$ cat config.mk
export PLATFORM = sky130hd
export DESIGN_NAME = elastic_pipe
export DESIGN_NICKNAME = d
export VERILOG_FILES = /design/src/rtl/elastic_pipe_pkg.sv /design/src/rtl/elastic_pipe_phase.sv /design/src/rtl/elastic_pipe_stage.sv /design/src/rtl/elastic_pipe.sv
export SDC_FILE = /design/constraint.sdc
export NUM_CORES = 1
export LEC_CHECK = 0
export BUFFER_PORTS_ARGS = -buffer_cell sky130_fd_sc_hd__buf_2
export CORE_AREA = 2 2 104 106
export DETAILED_ROUTE_END_ITERATION = 6
export DIE_AREA = 0 0 106 108
export PLACE_DENSITY = 0.78
export SYNTH_ARGS = -nofsm -noshare
export SYNTH_HDL_FRONTEND = slang
export SYNTH_SLANG_ARGS = --single-unit
export TNS_END_PERCENT = 50
$ cat constraint.sdc
create_clock -name clk -period 1.2 [get_ports clk]
set_input_delay 0.12 -clock clk [delete_from_list [all_inputs] [get_ports clk]]
set_output_delay 0.12 -clock clk [all_outputs]
set_load 0.02 [all_outputs]
$ cat src/rtl/elastic_pipe_pkg.sv
package elastic_pipe_pkg;

  // Load phase of a stage: odd stages load when the flag is 1.
  typedef enum logic {
    PH_EVEN = 1'b0,
    PH_ODD  = 1'b1
  } phase_e;

  function automatic phase_e phase_of_stage(input int unsigned idx);
    return (idx % 2 == 1) ? PH_ODD : PH_EVEN;
  endfunction

endpackage

$ cat src/rtl/elastic_pipe_phase.sv
module elastic_pipe_phase
  import elastic_pipe_pkg::*;
(
  input  logic   clk,
  input  logic   rst,
  output phase_e phase
);

  phase_e ph_q;

  always_ff @(posedge clk) begin
    if (rst) ph_q <= PH_EVEN;
    else     ph_q <= (ph_q == PH_ODD) ? PH_EVEN : PH_ODD;
  end

  assign phase = ph_q;

  AST_PHASE_FLIP: assert property (@(posedge clk) disable iff (rst)
    !rst |=> (ph_q != $past(ph_q)));

endmodule

$ cat src/rtl/elastic_pipe_stage.sv
module elastic_pipe_stage
  import elastic_pipe_pkg::*;
#(
  parameter int     WIDTH      = 16,
  parameter phase_e LOAD_PHASE = PH_ODD
) (
  input  logic             clk,
  input  logic             rst,
  input  phase_e           phase,
  input  logic [WIDTH-1:0] d_in,
  input  logic             stall_in,
  output logic [WIDTH-1:0] d_out,
  output logic             stall_out
);

  logic [WIDTH-1:0] data_q;
  logic             stall_q;
  logic             active;

  // Own load phase for data; the stall register uses the other phase.
  assign active = (phase == LOAD_PHASE);

  always_ff @(posedge clk) begin
    if (rst) begin
      data_q  <= '0;
      stall_q <= 1'b0;
    end else begin
      if (active && !stall_q) data_q <= d_in;
      if (!active)            stall_q <= stall_in;
    end
  end

  assign d_out     = data_q;
  assign stall_out = stall_q;

  AST_HOLD_STALLED: assert property (@(posedge clk) disable iff (rst)
    (active && stall_q) |=> $stable(data_q));

  AST_OFF_PHASE_HOLD: assert property (@(posedge clk) disable iff (rst)
    !active |=> $stable(data_q));

  AST_STALL_OFF_PHASE: assert property (@(posedge clk) disable iff (rst)
    active |=> $stable(stall_q));

endmodule

$ cat src/rtl/elastic_pipe.sv
module elastic_pipe
  import elastic_pipe_pkg::*;
#(
  parameter int STAGES = 8,
  parameter int WIDTH  = 16
) (
  input  logic             clk,
  input  logic             rst,
  input  logic [WIDTH-1:0] in_data,
  output logic             in_stall,
  output logic [WIDTH-1:0] out_data,
  input  logic             out_stall,
  output logic             phase
);

  localparam int LAST = STAGES;
  localparam int TAIL = STAGES + 1;

  phase_e           ph;
  logic [WIDTH-1:0] dat [0:LAST];
  logic             stl [1:TAIL];

  elastic_pipe_phase u_phase (
    .clk   (clk),
    .rst   (rst),
    .phase (ph)
  );

  assign dat[0]    = in_data;
  assign stl[TAIL] = out_stall;

  for (genvar i = 1; i <= LAST; i++) begin : g_stage
    localparam phase_e LP = phase_of_stage(i);
    elastic_pipe_stage #(
      .WIDTH      (WIDTH),
      .LOAD_PHASE (LP)
    ) u_stage (
      .clk       (clk),
      .rst       (rst),
      .phase     (ph),
      .d_in      (dat[i-1]),
      .stall_in  (stl[i+1]),
      .d_out     (dat[i]),
      .stall_out (stl[i])
    );
  end

  assign in_stall = stl[1];
  assign out_data = dat[LAST];
  assign phase    = (ph == PH_ODD);

  // Stall at the input end only rises after the second stage was stalled.
  AST_STALL_FROM_NEIGHBOUR: assert property (@(posedge clk) disable iff (rst)
    $rose(in_stall) |-> $past(stl[2]));

  // A producer-side stall blocks loading of stage 1.
  AST_INPUT_BLOCKED: assert property (@(posedge clk) disable iff (rst)
    (in_stall && phase) |=> $stable(dat[1]));

endmodule

== Yosys cells after proc, flatten, opt, wreduce, memory -nomap -nowiden ==
Index checks and enable logic that the tools add are counted.

* Bits in registers: 137
* Latch bits: 0
* Bits in writable memories: 0
* ROM bits: 0
* Input bits: 19
* Output and inout port bits: 18
* Logic and storage cells: 35
* Memories: 0

* Add/sub/neg operators: 0
* Multipliers: 0
* Divide/modulo/power cells: 0
* $lt $le $gt $ge: 0
* Equality and inequality tests: 0
* Shift-type cells: 0
* Mux-type cells: 1
* Bitwise gates (word level): 1
* Reduce and logical (&&, ||, !) cells: 16

{| class="wikitable"
|+ Operator list
! operator !! count
|-
| logical AND 1 bit || 8
|-
| zero test 1 bit || 8
|-
| 2-to-1 mux 1 bit || 1
|-
| inverter 1 bit || 1
|}

== Logic depth before layout (Yosys ltp) ==
Gate-level depths: netlist (run 1).

* Depth in word-level cells: 2
* Depth in mapped cells: 5
* Mapped depth without buffers: 2

== Modules after synthesis ==
From an unflattened synthesis (run 1), not the netlist that was laid out.

* Cells, all modules: 598
* Area, all modules: 6,079.6 um2

{| class="wikitable"
|+ Modules (own cells, without submodules)
! module !! instances !! cells each !! area each (um2)
|-
| elastic_pipe_stage (g_stage[1].u_stage ...) || 4 || 74 || 808.3
|-
| elastic_pipe_stage (g_stage[2].u_stage ...) || 4 || 75 || 705.7
|-
| elastic_pipe_phase || 1 || 2 || 23.8
|}

== Worst setup path after synthesis (run 1) ==
Ideal clock, no wire load.

* Path type: register to register
* Start: reg u_phase.ph_q (netlist: u_phase.phase)
* End: reg g_stage[2].u_stage.data_q[10]
* Library setup time: 72 ps
* Arrival: 1,218 ps
* Data required time: 1,128 ps
* Path slack: -89 ps
* Stages on the path, launching flop included: 5
* Path buffers: 2
* Path through: dfxtp_1 -> buf_6 -> nor2_2 -> buf_6 -> mux2i_1

* Longest elaborated chain between the ends: 2

{| class="wikitable"
|+ RTL lines
! what !! RTL line !! source
|-
| start, declared || elastic_pipe_phase.sv:9 || <nowiki>phase_e ph_q;</nowiki>
|-
| start signal, assigned || elastic_pipe_phase.sv:13 || <nowiki>else ph_q <= (ph_q == PH_ODD) ? PH_EVEN : PH_ODD;</nowiki>
|-
| inverter 1 bit || elastic_pipe_stage.sv:21 || <nowiki>assign active = (phase == LOAD_PHASE);</nowiki>
|-
| logical AND 1 bit || elastic_pipe_stage.sv:28 || <nowiki>if (active && !stall_q) data_q <= d_in;</nowiki>
|-
| end signal, assigned || elastic_pipe_stage.sv:28 ||
|-
| end, declared || elastic_pipe_stage.sv:16 || <nowiki>logic [WIDTH-1:0] data_q;</nowiki>
|}

No other way between the ends.
A chain may end at the register's enable or synchronous reset.

== Final worst setup path (run 1) ==
* Start: reg u_phase.ph_q (netlist: u_phase.phase)
* End: out phase

{| class="wikitable"
|+ RTL lines
! what !! RTL line !! source
|-
| end, declared || elastic_pipe.sv:13 || <nowiki>output logic phase</nowiki>
|}

No word-level cell between the ends.

==> flow_results.org, run 1 <==
** Timing
- Final max-slew violation count :: 0
- Counting I/O delays and the setup requirement, the final critical path takes approximately 1.2 ns.
- Dividing the final minimum period by the clock period gives 103%.
- Setup repair after global routing could not meet its margin everywhere.
- At the pin with the least slew margin, the transition time is approximately 0.32 ns.
- Worst setup slack after layout :: -0.0351 ns
- Final-report setup violation count :: 16
- Headroom to the max-slew limit came out at 78.9%.
- Final Skew :: roughly 0.008 ns
- The hold violation count in the final report came to 0.
- For this run, the top clock speed supported by timing is approximately 0.8 GHz.

** Setup path
- Most used cell along the critical path :: sky130_fd_sc_hd__buf_6
- In this run the register-to-register setup slack is -0.02 ns.
- CP max FO :: 6
- Library cell contributing the largest single delay on the critical path :: sky130_fd_sc_hd__dfxtp_4
- STA classifies the critical path endpoint as an output port.
- Critical Path Start Type :: flip-flop
- Worst path top cell family by delay :: flip-flops
- Endpoint of the most critical register-to-register path :: g_stage[4].u_stage.d_out[4]$_SDFFE_PP0P_
- Worst reg2reg path startpoint :: u_phase.phase$_SDFF_PP0_
- For the worst setup path, the data arrival time is between 1 and 1.5 ns.
- The largest single stage delay on the critical path is about 0.35 ns.
- Count of buffer and inverter cells on the critical path :: 2
- Required time at the endpoint of the critical path :: 1.08 ns
- The critical path is of the flip-flop to output port type.
- The number of cells on the worst reg-to-reg path is 4.
- The critical path starts at u_phase.phase$_SDFF_PP0_.
- List of cells traversed by the critical path :: buf_6 > buf_6

** Floorplan
- Core footprint :: 0.0102 sq mm
- Once the floorplan was initialized, standard cells occupied between 50 and 60% of the core.
- The die covers ~0.011 sq mm.
- Number of placed I/O pins :: 37
- The floorplan has 37 rows.
- Die Width :: approximately 110 um
- The floorplan step set the die height to 108 um.

** Clocking
- At the later pin of the worst-skew pair, clock insertion delay measures roughly 0.51 ns.
- Clock tree synthesis found a total of around 140 sinks.
- Clock edge transition at the registers on the reported setup and hold paths :: roughly 0.06 ns
- TritonCTS built the clock tree.
- # H-tree levels :: 4
- The longest clock path from root to sink contains 2 buffers.
- The tree is rooted in a sky130_fd_sc_hd__clkbuf_8.
- Clock buffers created by TritonCTS :: 17

** Yosys
- Async set or reset register ratio after synthesis :: 0%
- Top FF cell, synth :: sky130_fd_sc_hd__dfxtp_1
- Counting flops with a built-in enable in the synthesized netlist gives 0.
- Of all cell types, the one taking the most synthesized area is sky130_fd_sc_hd__dfxtp_1.
- Distinct cells, synth :: 21
- Yosys attributes the largest share of cell area to sky130_fd_sc_hd__dfxtp_1, sky130_fd_sc_hd__mux2i_1, sky130_fd_sc_hd__nand2b_1.
- Synth Area per Inst :: roughly 11 sq um
- Synthesis-stage register bit count :: about 140
- Synth warn :: 0
- Summing every instance area after synthesis gives 0.00543 sq mm.
- Synth Instances :: 489
- Sequential elements use approximately 50% of the synthesized area.
- Summed over its instances, the top area cell type makes up around 50% of the synthesized netlist area.
- Synthesis produced a netlist with a net count of 508.
- Sorting the synthesized cells by how often they occur yields sky130_fd_sc_hd__dfxtp_1, sky130_fd_sc_hd__nand2b_1, sky130_fd_sc_hd__mux2i_1, sky130_fd_sc_hd__buf_4, sky130_fd_sc_hd__clkbuf_1.
- Most frequent cell after synthesis :: sky130_fd_sc_hd__dfxtp_1

** Layout
- After filler insertion, the fill cell instance count of the layout stands at between 700 and 800.
- Share of layout cells above drive strength 1 :: between 10% and 20%
- Number of non-filler instances in the completed layout :: between 600 and 700
- 0 antenna diodes ended up in the layout.
- Area added between synthesis and finish :: 22.3%
- The final layout contains 555 nets.

** Routing
- In the routed design, unresolved DRC markers number 0.
- In the final routed layout, each cell accounts on average for ~13 um.
- The routed layout has roughly 3.3k vias.
- Met2 WL :: ~4200 um
- 1st-pass router iterations :: 4
- After detailed routing, the number of vias per cell comes to roughly 4.8.
- The first routing iteration left approximately 110 violations.
- The detailed router put a total of 3990 um of wire on met1.
- Total Routed Length :: roughly 8600 um
- Count of nets left with antenna violations after detail routing :: 0
- The routed design uses approximately 310 um of met3 wire.
- Uppermost routed layer :: met4

** Place
- Counting tap cells, the placed design contains a total of 626 instances.
- Final weighted congestion in routability-driven placement :: 0.692
- Post-detail-place hpwl :: roughly 5400 um
- Buffers on Ports :: 36
- Prior to clock tree synthesis, the placed netlist has a worst setup slack of between 0.015 and 0.02 ns.

** Run
- Max-capacitance violation count :: 0

** Power and ir drop
- Overall power consumption after layout is estimated at 10900 uW.
- Max IR drop VDD :: roughly 840 uV
- In this run the static leakage power is between 0.002 and 0.003 uW.
- Power per standard cell area :: roughly 1600 mW/mm^2

** Global routing
- The first global-routing pass estimated about 15000 um of wire.
- Global routing finished with a remaining overflow of 0.
- The initial antenna violation count was 0.
- Vias in the first global route :: 3182
- Overall Global Routing Usage :: about 16%
- Largest net degree at the start of global routing :: about 70

** Worst hold path
- Hold/Removal Path Class :: input port to flip-flop
- Worst hold path endpoint :: g_stage[1].u_stage.d_out[13]$_SDFFE_PP0P_
- In this run the most critical hold path is launched from rst.
- Cell depth of the worst min-delay path :: 3

** Status
- Result of the run :: complete, but fails checks
- The checks that failed: setup timing.
[stage by stage]
stage | cell area (sq um) | hold slack [ns] | TNS [ns] | utilization, %
5_1_grt | 6640 | 0.165 | -0.854 | 64.9
6_report | 6640 | 0.149 | -0.181 | 64.9
3_5_place_dp | 5690 | 0.380 | 0 | 55.6
3_3_place_gp | 5690 | 0.375 | 0 | 55.6
4_1_cts | 6540 | 0.134 | -0.318 | 63.9
2_1_floorplan | 5450 | 0.268 | -0.123 | -
[cell families (layout without fill, tap and decap cells)]
group           Yosys count  count (layout)  share of synthesized area, %
simple gates            164             164                          20.1
flops                   137             137                          50.5
mux                     112             112                          20.6
buf+inv                  52             111                          6.61
compound gates           24              24                          2.21
[worst min-delay path, cell delays in order]
cell	delay [ns]
sky130_fd_sc_hd__buf_2	0.21
sky130_fd_sc_hd__nand4bb_1	0.22
sky130_fd_sc_hd__o21ai_1	0.07
[flip-flops by register name, indices dropped and copies added, names as in the netlist]
name,flops
g_stage.u_stage.d_out,128
g_stage.u_stage.stall_out,8
u_phase.phase,1
[placed cells by master (no fill, tap or decap)]
cell type | netlist | routed
sky130_fd_sc_hd__dfxtp_1 | 137 | 135
sky130_fd_sc_hd__nand2b_1 | 134 | 133
sky130_fd_sc_hd__mux2i_1 | 112 | 111
sky130_fd_sc_hd__buf_2 | 6 | 34
sky130_fd_sc_hd__dlygate4sd3_1 | 0 | 17
sky130_fd_sc_hd__clkbuf_16 | 0 | 16
sky130_fd_sc_hd__buf_4 | 19 | 14
sky130_fd_sc_hd__nand4bb_1 | 11 | 11
sky130_fd_sc_hd__buf_12 | 1 | 10
sky130_fd_sc_hd__a21oi_1 | 8 | 8
sky130_fd_sc_hd__o21ai_1 | 5 | 8
sky130_fd_sc_hd__o21ai_0 | 11 | 7
sky130_fd_sc_hd__nand2_1 | 5 | 5
sky130_fd_sc_hd__or4bb_1 | 5 | 5
sky130_fd_sc_hd__clkbuf_8 | 0 | 5
sky130_fd_sc_hd__bufinv_16 | 0 | 5
sky130_fd_sc_hd__buf_6 | 9 | 5
sky130_fd_sc_hd__or2_4 | 0 | 3
sky130_fd_sc_hd__clkinv_2 | 0 | 3
sky130_fd_sc_hd__nor2_4 | 0 | 2
sky130_fd_sc_hd__nor2_1 | 2 | 2
sky130_fd_sc_hd__clkbuf_1 | 16 | 2
sky130_fd_sc_hd__dfxtp_4 | 0 | 2
sky130_fd_sc_hd__nor2b_4 | 0 | 1
sky130_fd_sc_hd__mux2i_4 | 0 | 1
sky130_fd_sc_hd__nand2b_4 | 0 | 1
sky130_fd_sc_hd__and2b_1 | 1 | 1
sky130_fd_sc_hd__o21ai_2 | 0 | 1
[worst max-delay path by stage]
stage	slack, ns	to	cells after the start
3_5_place_dp	0.02	g_stage[1].u_stage.d_out[6]$_SDFFE_PP0P_	3
6_report	-0.04	phase	2
2_1_floorplan	-0.009	g_stage[4].u_stage.d_out[10]$_SDFFE_PP0P_	5
5_1_grt	-0.07	phase	2
4_1_cts	-0.05	phase	2
3_3_place_gp	0.06	g_stage[1].u_stage.d_out[10]$_SDFFE_PP0P_	3
[routing by layer]
metal	up-vias	track usage, %
li1	1726	-
met1	1524	19.3
met2	53	26.9
met3	4	5.24
met4	0	5.92
met5	-	0
[what timing repair did]
item,in CTS,in global routing
resized for setup,13,9
endpoints found under the hold margin,17,0
pin swaps,0,2
hold buffers,17,0
setup endpoints to repair,4,66
buffers inserted,2,11
[power breakdown]
group          leakage [uW]  total, uW  internal [uW]  switching [uW]
registers           0.00111       4640           4620            22.7
clock network      0.000318       5530           3780            1740
logic               0.00139        743            428             315
total               0.00282      10900           8830            2080
[cell type report]
type | count | area [sq um] | share of cell area, %
clock buffers | 23 | 477 | 7.18
well taps | 136 | 170 | 2.56
multi-input cells | 300 | 2380 | 35.8
flip-flops and latches | 137 | 2750 | 41.4
clock inverters | 8 | 165 | 2.49
repair buffers | 80 | 702 | 10.6
Note: power is estimated with default switching activity, not from simulation.
==> run 2: changes to the inputs <==
CORE_AREA = 2 2 93 118   (was 2 2 104 106)
DIE_AREA = 0 0 95 120   (was 0 0 106 108)
==> flow_results.org, run 2 (synthesis results as in run 1) <==
** Layout
- The count of placed standard cells in the final layout, fillers left out is 666 (-2.6%).
- Most common library cell in the layout ignoring fill and taps :: sky130_fd_sc_hd__dfxtp_1
- The number of fill cells in the layout is 847 (+7.8%).
- The number of flip-flops under the largest register name is 128 (unchanged).
- Share of layout cells above drive strength 1 :: 17.0% (-1.8 points)
- Utilization of the core after routing :: 62.6% (-2.4 points)
- Antenna diode count :: 0 (unchanged)
- The total non-filler cell area in the finished layout came to 0.00648 sq mm (-2.5%).
- The top cell types in the final layout, fill and taps aside, are sky130_fd_sc_hd__dfxtp_1, sky130_fd_sc_hd__nand2b_1, sky130_fd_sc_hd__mux2i_1.
- The number of nets in the finished design is 540 (-2.7%).
- Area added between synthesis and finish :: 19.2%

** Clocking
- TritonCTS built the clock tree.
- Worst skew pair latency :: 0.41 ns (-0.10 ns)
- Clock edge transition at the registers on the reported setup and hold paths :: 0.06 ns (about the same)
- The maximum root-to-sink buffer count is 2 (unchanged).
- Clock buffers created by TritonCTS :: 17 (unchanged)
- # H-tree levels :: 4 (unchanged)
- CTS root buffer :: sky130_fd_sc_hd__clkbuf_16
- The number of sinks driven by the clock tree came to 137 (unchanged).

** Timing
- Maximum clock rate :: 0.838 GHz (+3.5%)
- Period utilisation layout :: 99.5% (-3.4 points)
- Final max-slew violation count :: 0 (unchanged)
- Crit path time final :: 1.19 ns (-0.0413 ns)
- The setup TNS was 0 ns (+0.181 ns).
- Final-report setup violation count :: 0 (-16)
- Setup repair after global routing could not meet its margin everywhere.
- Final Skew :: 0.00476 ns (-0.00339 ns)
- The actual slew at the worst max-slew pin came to 0.265 ns (-0.0520 ns).
- The hold violation count in the final report is 0 (unchanged).
- Max-Slew Margin vs Limit :: 82.4% (+3.5 points)

** Floorplan
- Row Count :: 42 (+14%)
- The area of the core region came to 0.0104 sq mm (+1.2%).
- Die Width :: 95 um (-10%)
- Overall die height :: 120 um (+11%)
- Starting utilization of the core area :: 52.5% (-0.62 points)
- Number of placed I/O pins :: 37 (unchanged)
- DIE AREA :: 0.0114 sq mm (-0.42%)

** Setup path
- Highest cell delay on the worst timing path :: 0.39 ns (+0.04 ns)
- STA classifies the critical path startpoint as a flip-flop.
- Library cell contributing the largest single delay on the critical path :: sky130_fd_sc_hd__dfxtp_4
- The setup path with the least slack is of type flip-flop to flip-flop.
- The worst path required time was 1.54 ns (+0.46 ns).
- Crit end category :: flip-flop
- Walking the worst path, the cells encountered are buf_4 > nor2b_4 > clkbuf_16 > mux2i_1.
- CP max FO :: 8 (+2)
- The data arrival time of the critical path was 1.53 ns (+0.41 ns).

** Routing
- Number of remaining DRC errors :: 0 (unchanged)
- Count of nets left with antenna violations after detail routing :: 0 (unchanged)
- The via density per instance was 4.88 (+0.84%).
- The iteration count of the initial detailed-routing pass came to 4 (unchanged).
- Average detailed-routed wire length per instance :: 12.7 um (+0.80%)
- The DRC marker count from the first detailed-route iteration came to 125 (+17%).
- The detailed-route wire length is 8430 um (-1.9%).
- The via count came to 3247 (-1.8%).

** Global routing
- The total routing resource utilization after global routing came to 16.0% (about the same).
- The first-pass GRT wire length was 14300 um (-1.4%).
- Number of antenna violations at the first check in global routing :: 0 (unchanged)
- The total grt overflow is 0 (unchanged).
- The pin count of the biggest net entering global routing is 74 (+4.2%).
- Vias in the first global route :: 3248 (+2.1%)

** Place
- The count of input and output buffers is 36 (unchanged).
- The placed cell count came to 620 (-0.96%).
- Post-Place Cell Area :: 0.00567 sq mm (-0.35%)
- The final weighted congestion in routability-driven placement is 0.723 (+4.4%).
- Post-detail-place hpwl :: 5280 um (-2.9%)

** Run
- The number of max-cap violations was 0 (unchanged).

** Power and ir drop
- Standby leakage power :: 0.00273 uW (-3.2%)
- The power after layout is 10500 uW (-3.4%).
- Power per standard cell area :: 1630 mW/mm^2 (-0.86%)
- The peak supply drop is 1060 uV (+25%).

** Status
- Result of the run :: complete, no violations

** Worst hold path
- The path class of the tightest hold or removal check is input port to flip-flop.
## run 2: changes by cell type in the layout (fill, tap and decap cells not counted), sizes merged
cell / change
bufinv: -3
dlygate4sd3: -5
inv: +2
clkbuf: +2
buf: -12
clkinvlp: +2
## run 2: where the power goes
part           switching (uW)  total, uW  internal [uW]
clock network            1850       5190           3340
registers                25.4       4650           4620
logic                     307        709            403
## run 2: final timing paths
kind,startpoint,endpoint,slack (ns),cells after the start
max,u_phase.phase$_SDFF_PP0_,g_stage[7].u_stage.d_out[15]$_SDFFE_PP0P_,0.006,4
min,in_data[6],g_stage[1].u_stage.d_out[6]$_SDFFE_PP0P_,0.07,3
max reg2reg,u_phase.phase$_SDFF_PP0_,g_stage[7].u_stage.d_out[15]$_SDFFE_PP0P_,0.006,4
min reg2reg,g_stage[8].u_stage.d_out[12]$_SDFFE_PP0P_,g_stage[8].u_stage.d_out[12]$_SDFFE_PP0P_,0.47,2
## run 2: area by class of cell
cell class | count | area (sq um) | area share (%)
tap | 132 | 165 | 2.55
timing repair buffer | 65 | 601 | 9.27
clock buffer | 23 | 498 | 7.69
multi-input combinational | 300 | 2350 | 36.3
clock inverter | 9 | 111 | 1.72
sequential | 137 | 2750 | 42.5
## run 2: critical path, delay by kind of cell (launching register included)
kind / cells / cell delay [ns]
flip-flops: 1 / 0.39
multiplexers: 1 / 0.18
AND/OR/NAND/NOR: 1 / 0.21
buffers and inverters: 2 / 0.32
## run 2: repair_timing
action | 4_1_cts | 5_1_grt
pin swaps | 0 | 1
hold endpoints to repair | 12 | 0
buffers inserted | 1 | 0
setup endpoints to repair | 2 | 11
gates resized for setup | 7 | 2
gates cloned | 0 | 2
hold buffers | 12 | 0
## run 2: per-stage QoR
stage / hold WS (ns) / worst slack, ns
CTS: 0.0598 / 0.00436
finish: 0.0709 / 0.00617
detailed placement: 0.380 / 0.0491
floorplan: 0.268 / -0.00869
global placement: 0.376 / 0.0864
global route: 0.0667 / -0.0508
## run 2: per-layer routing
| layer | global-route usage [%] | vias to the layer above | wire, um |
|---|---|---|---|
| met5 | 0 | - | 0 |
| li1 | - | 1704 | - |
| met2 | 27.3 | 50 | 4330 |
| met1 | 18.2 | 1480 | 3670 |
| met4 | 6.52 | 0 | 127 |
| met3 | 5.27 | 13 | 300 |
==> run 3: changes to the inputs <==
ABC_AREA = 1   (was unset)
CAP_MARGIN = 20   (was unset)
CORE_AREA = 2 2 96 122   (was 2 2 93 118)
DIE_AREA = 0 0 98 124   (was 0 0 95 120)
GPL_ROUTABILITY_DRIVEN = 1   (was unset)
==> flow_results.org, run 3 <==
** Timing
- The period utilization came to 98.0% (-1.5 points).
- Max-Slew Margin vs Limit :: 69.8% (-13 points)
- The post-layout minimum cycle time is 1.18 ns (-0.0180 ns).
- The maximum clock frequency is 0.850 GHz (+1.5%).
- Setup repair after global routing could not meet its margin everywhere.
- The worst clock skew on the final layout was 0.00704 ns (+0.00228 ns).
- Total negative setup slack :: 0 ns (unchanged)
- Final hold violation count :: 0 (unchanged)
- Final max-slew violation count :: 0 (unchanged)
- The number of setup violations in the final report came to 0 (unchanged).
- The actual slew at the worst max-slew pin is 0.452 ns (+0.188 ns).

** Floorplan
- The site row count came to 43 (+2.4%).
- Core footprint :: 0.0109 sq mm (+5.5%)
- Starting utilization of the core area :: 53.4% (+0.87 points)
- The area of the die was 0.0122 sq mm (+6.6%).
- Number of placed I/O pins :: 37 (unchanged)
- The horizontal die dimension was 98 um (+3.2%).
- Overall die height :: 124 um (+3.3%)

** Layout
- Most common library cell in the layout ignoring fill and taps :: sky130_fd_sc_hd__nor2_1
- The number of fill cells in the layout came to 985 (+16%).
- The total non-filler cell area in the finished layout was 0.00683 sq mm (+5.5%).
- Area taken by multi-input logic gates :: 0.00219 sq mm (-7.0%)
- Area added between synthesis and finish :: 17.2%
- In the layout the commonest cells are sky130_fd_sc_hd__nor2_1, sky130_fd_sc_hd__nand2_1, sky130_fd_sc_hd__dfxtp_1.
- Share of layout cells above drive strength 1 :: 11.3% (-5.7 points)
- The register area came to 0.00275 sq mm (-0.14%).
- Flip-flop count of the largest register after layout :: 128 (unchanged)
- Final layout net count :: 900 (+67%)
- The count of placed standard cells in the final layout, fillers left out came to 1029 (+55%).
- Antenna diode count :: 0 (unchanged)
- Utilization of the core after routing :: 62.5% (about the same)

** Yosys
- Cell type contributing the most total cell area after synthesis :: sky130_fd_sc_hd__dfxtp_1
- Cells taking the most area after synthesis :: sky130_fd_sc_hd__dfxtp_1, sky130_fd_sc_hd__nor2_1, sky130_fd_sc_hd__nand2_1
- The area of the mapped netlist is 0.00583 sq mm (+7.3%).
- Synth Instances :: 860 (+76%)
- The number of flops mapped to enable cells by yosys came to 0 (unchanged).
- Synthesis-stage register bit count :: 137 (unchanged)
- The proportion of netlist area held by the largest area contributor came to 47.1% (-3.4 points).
- Top post-synthesis cells by count :: sky130_fd_sc_hd__nor2_1, sky130_fd_sc_hd__nand2_1, sky130_fd_sc_hd__dfxtp_1, sky130_fd_sc_hd__inv_1, sky130_fd_sc_hd__nand3_1
- The Yosys warning count is 0 (unchanged).
- The total nets after synthesis came to 879 (+73%).
- Proportion of synthesized chip area in sequential cells :: 47.1% (-3.4 points)
- In the post-synthesis netlist, the cell with the most instances is sky130_fd_sc_hd__nor2_1.
- The share of flip-flops with an asynchronous set or reset after synthesis came to 0% (unchanged).
- Distinct cells, synth :: 15 (-29%)
- In the synthesized netlist the dominant register cell turns out to be sky130_fd_sc_hd__dfxtp_1.
- Synth Area per Inst :: 6.78 sq um (-39%)

** Clocking
- Clock edge transition at the registers on the reported setup and hold paths :: 0.05 ns (about the same)
- # H-tree levels :: 4 (unchanged)
- Clock buffers created by TritonCTS :: 17 (unchanged)
- The maximum root-to-sink buffer count came to 2 (unchanged).
- CTS root buffer :: sky130_fd_sc_hd__clkbuf_16
- TritonCTS built the clock tree.
- Worst skew pair latency :: 0.41 ns (about the same)
- Clock net sink count :: 137 (unchanged)

** Global routing
- The total routing resource utilization after global routing was 17.6% (+1.6 points).
- The pin count of the biggest net entering global routing is 61 (-18%).
- Global-route wire length before repair :: 17500 um (+22%)
- Vias in the first global route :: 4254 (+31%)
- GRT overflow :: 0 (unchanged)
- Number of antenna violations at the first check in global routing :: 0 (unchanged)

** Place
- Post-Place Cell Area :: 0.00603 sq mm (+6.3%)
- The half-perimeter wire length after placement is 5830 um (+10%).
- Final weighted congestion in routability-driven placement :: 0.719 (-0.55%)
- The count of input and output buffers is 36 (unchanged).
- The placed cell count came to 989 (+60%).

** Worst hold path
- Hold/Removal Path Class :: input port to flip-flop

** Routing
- The average wire per standard cell came to 9.49 um (-25%).
- DRC marker count from the first detailed-route iteration :: 152 (+22%)
- The iteration count of the initial detailed-routing pass is 4 (unchanged).
- The via count was 4591 (+41%).
- The detailed-route DRC error count is 0 (unchanged).
- Avg Vias per Cell :: 4.46 (-8.5%)
- Total Routed Length :: 9770 um (+16%)
- Count of nets left with antenna violations after detail routing :: 0 (unchanged)

** Setup path
- Crit end category :: output port
- The worst path required time came to 1.08 ns (-0.46 ns).
- Arrival time of the worst setup path :: 1.06 ns (-0.47 ns)
- The worst setup path is of the flip-flop to output port kind.
- STA classifies the critical path startpoint as a flip-flop.
- The highest net fanout along the worst path was 6 (-2).

** Run
- The number of max-cap violations came to 0 (unchanged).

** Power and ir drop
- Total power draw :: 12700 uW (+21%)
- Clock power frac :: 46.1% (-3.1 points)
- Flop pwr share :: 40.7% (-3.3 points)
- Design internal power :: 9610 uW (+15%)
- The combinational group share of total power was 13.1% (+6.4 points).
- Net Switching :: 3100 uW (+42%)
- The peak supply drop is 1170 uV (+11%).
- Standby leakage power :: 0.00341 uW (+25%)
- The switching share of power came to 24.4% (+3.7 points).
- Power per standard cell area :: 1860 mW/mm^2 (+14%)

** Status
- The run finished with clean final reports.
==> run 3: cells by family (layout without fill, tap and decap cells) <==
logic type	count (synthesis)	in the layout	synth area share, %
flip-flops	137	137	47.1
AO/OA/AOI/OAI	1	1	0.0858
AND/OR/NAND/NOR	529	530	37.2
buffers and inverters	193	226	15.6
==> run 3: power by group through the flow <==
stage	combinational (uW)	sequential (uW)	clock (uW)
final	1670	5180	5860
after global routing	1940	5230	6150
after CTS	1670	5180	5940
after detailed placement	1600	5280	0
after global placement	1570	5260	0
after floorplan	1360	5240	0
==> run 3: worst paths after layout <==
path / from / to / slack [ns] / cells after the start
max: u_phase.phase$_SDFF_PP0_ / phase / 0.02 / 2
min: in_data[12] / g_stage[1].u_stage.d_out[12]$_SDFFE_PP0P_ / 0.008 / 5
max reg2reg: u_phase.phase$_SDFF_PP0_ / g_stage[5].u_stage.d_out[2]$_SDFFE_PP0P_ / 0.06 / 6
min reg2reg: g_stage[3].u_stage.d_out[2]$_SDFFE_PP0P_ / g_stage[3].u_stage.d_out[2]$_SDFFE_PP0P_ / 0.47 / 2
==> run 3: final cells by class <==
cell class / count / area share, %
tap: 135 / 2.47
sequential: 137 / 40.2
inverter: 134 / 7.49
clock inverter: 10 / 2.75
multi-input combinational: 531 / 32.0
timing repair buffer: 60 / 7.84
clock buffer: 22 / 7.24
==> run 3: through the flow <==
stage               hold WS [ns]  setup WS (ns)
floorplan                  0.286         0.0416
global placement           0.403          0.131
detailed placement         0.397         0.0826
CTS                     0.000377        0.00560
global route              0.0183        -0.0221
finish                   0.00847         0.0242
==> run 3: worst max-delay path: stages, from the launching register on <==
cell	delay, ns
sky130_fd_sc_hd__dfxtp_4	0.35
sky130_fd_sc_hd__buf_12	0.14
sky130_fd_sc_hd__buf_4	0.15
==> run 3: repair_timing <==
item / in CTS / in global routing
hold buffers: 3 / 0
endpoints found under the setup margin: 1 / 24
setup buffers: 4 / 0
pin swaps: 0 / 6
cloned: 1 / 1
hold endpoints to repair: 3 / 0
resized for setup: 2 / 2
==> run 3: metal layers <==
layer / share of wire, % / wire [um] / global-route usage, %
met1: 41 / 4000 / 17.2
met2: 53 / 5160 / 33.9
met3: 3.3 / 325 / 4.77
met4: 2.8 / 277 / 8.94
met5: 0 / 0 / 0
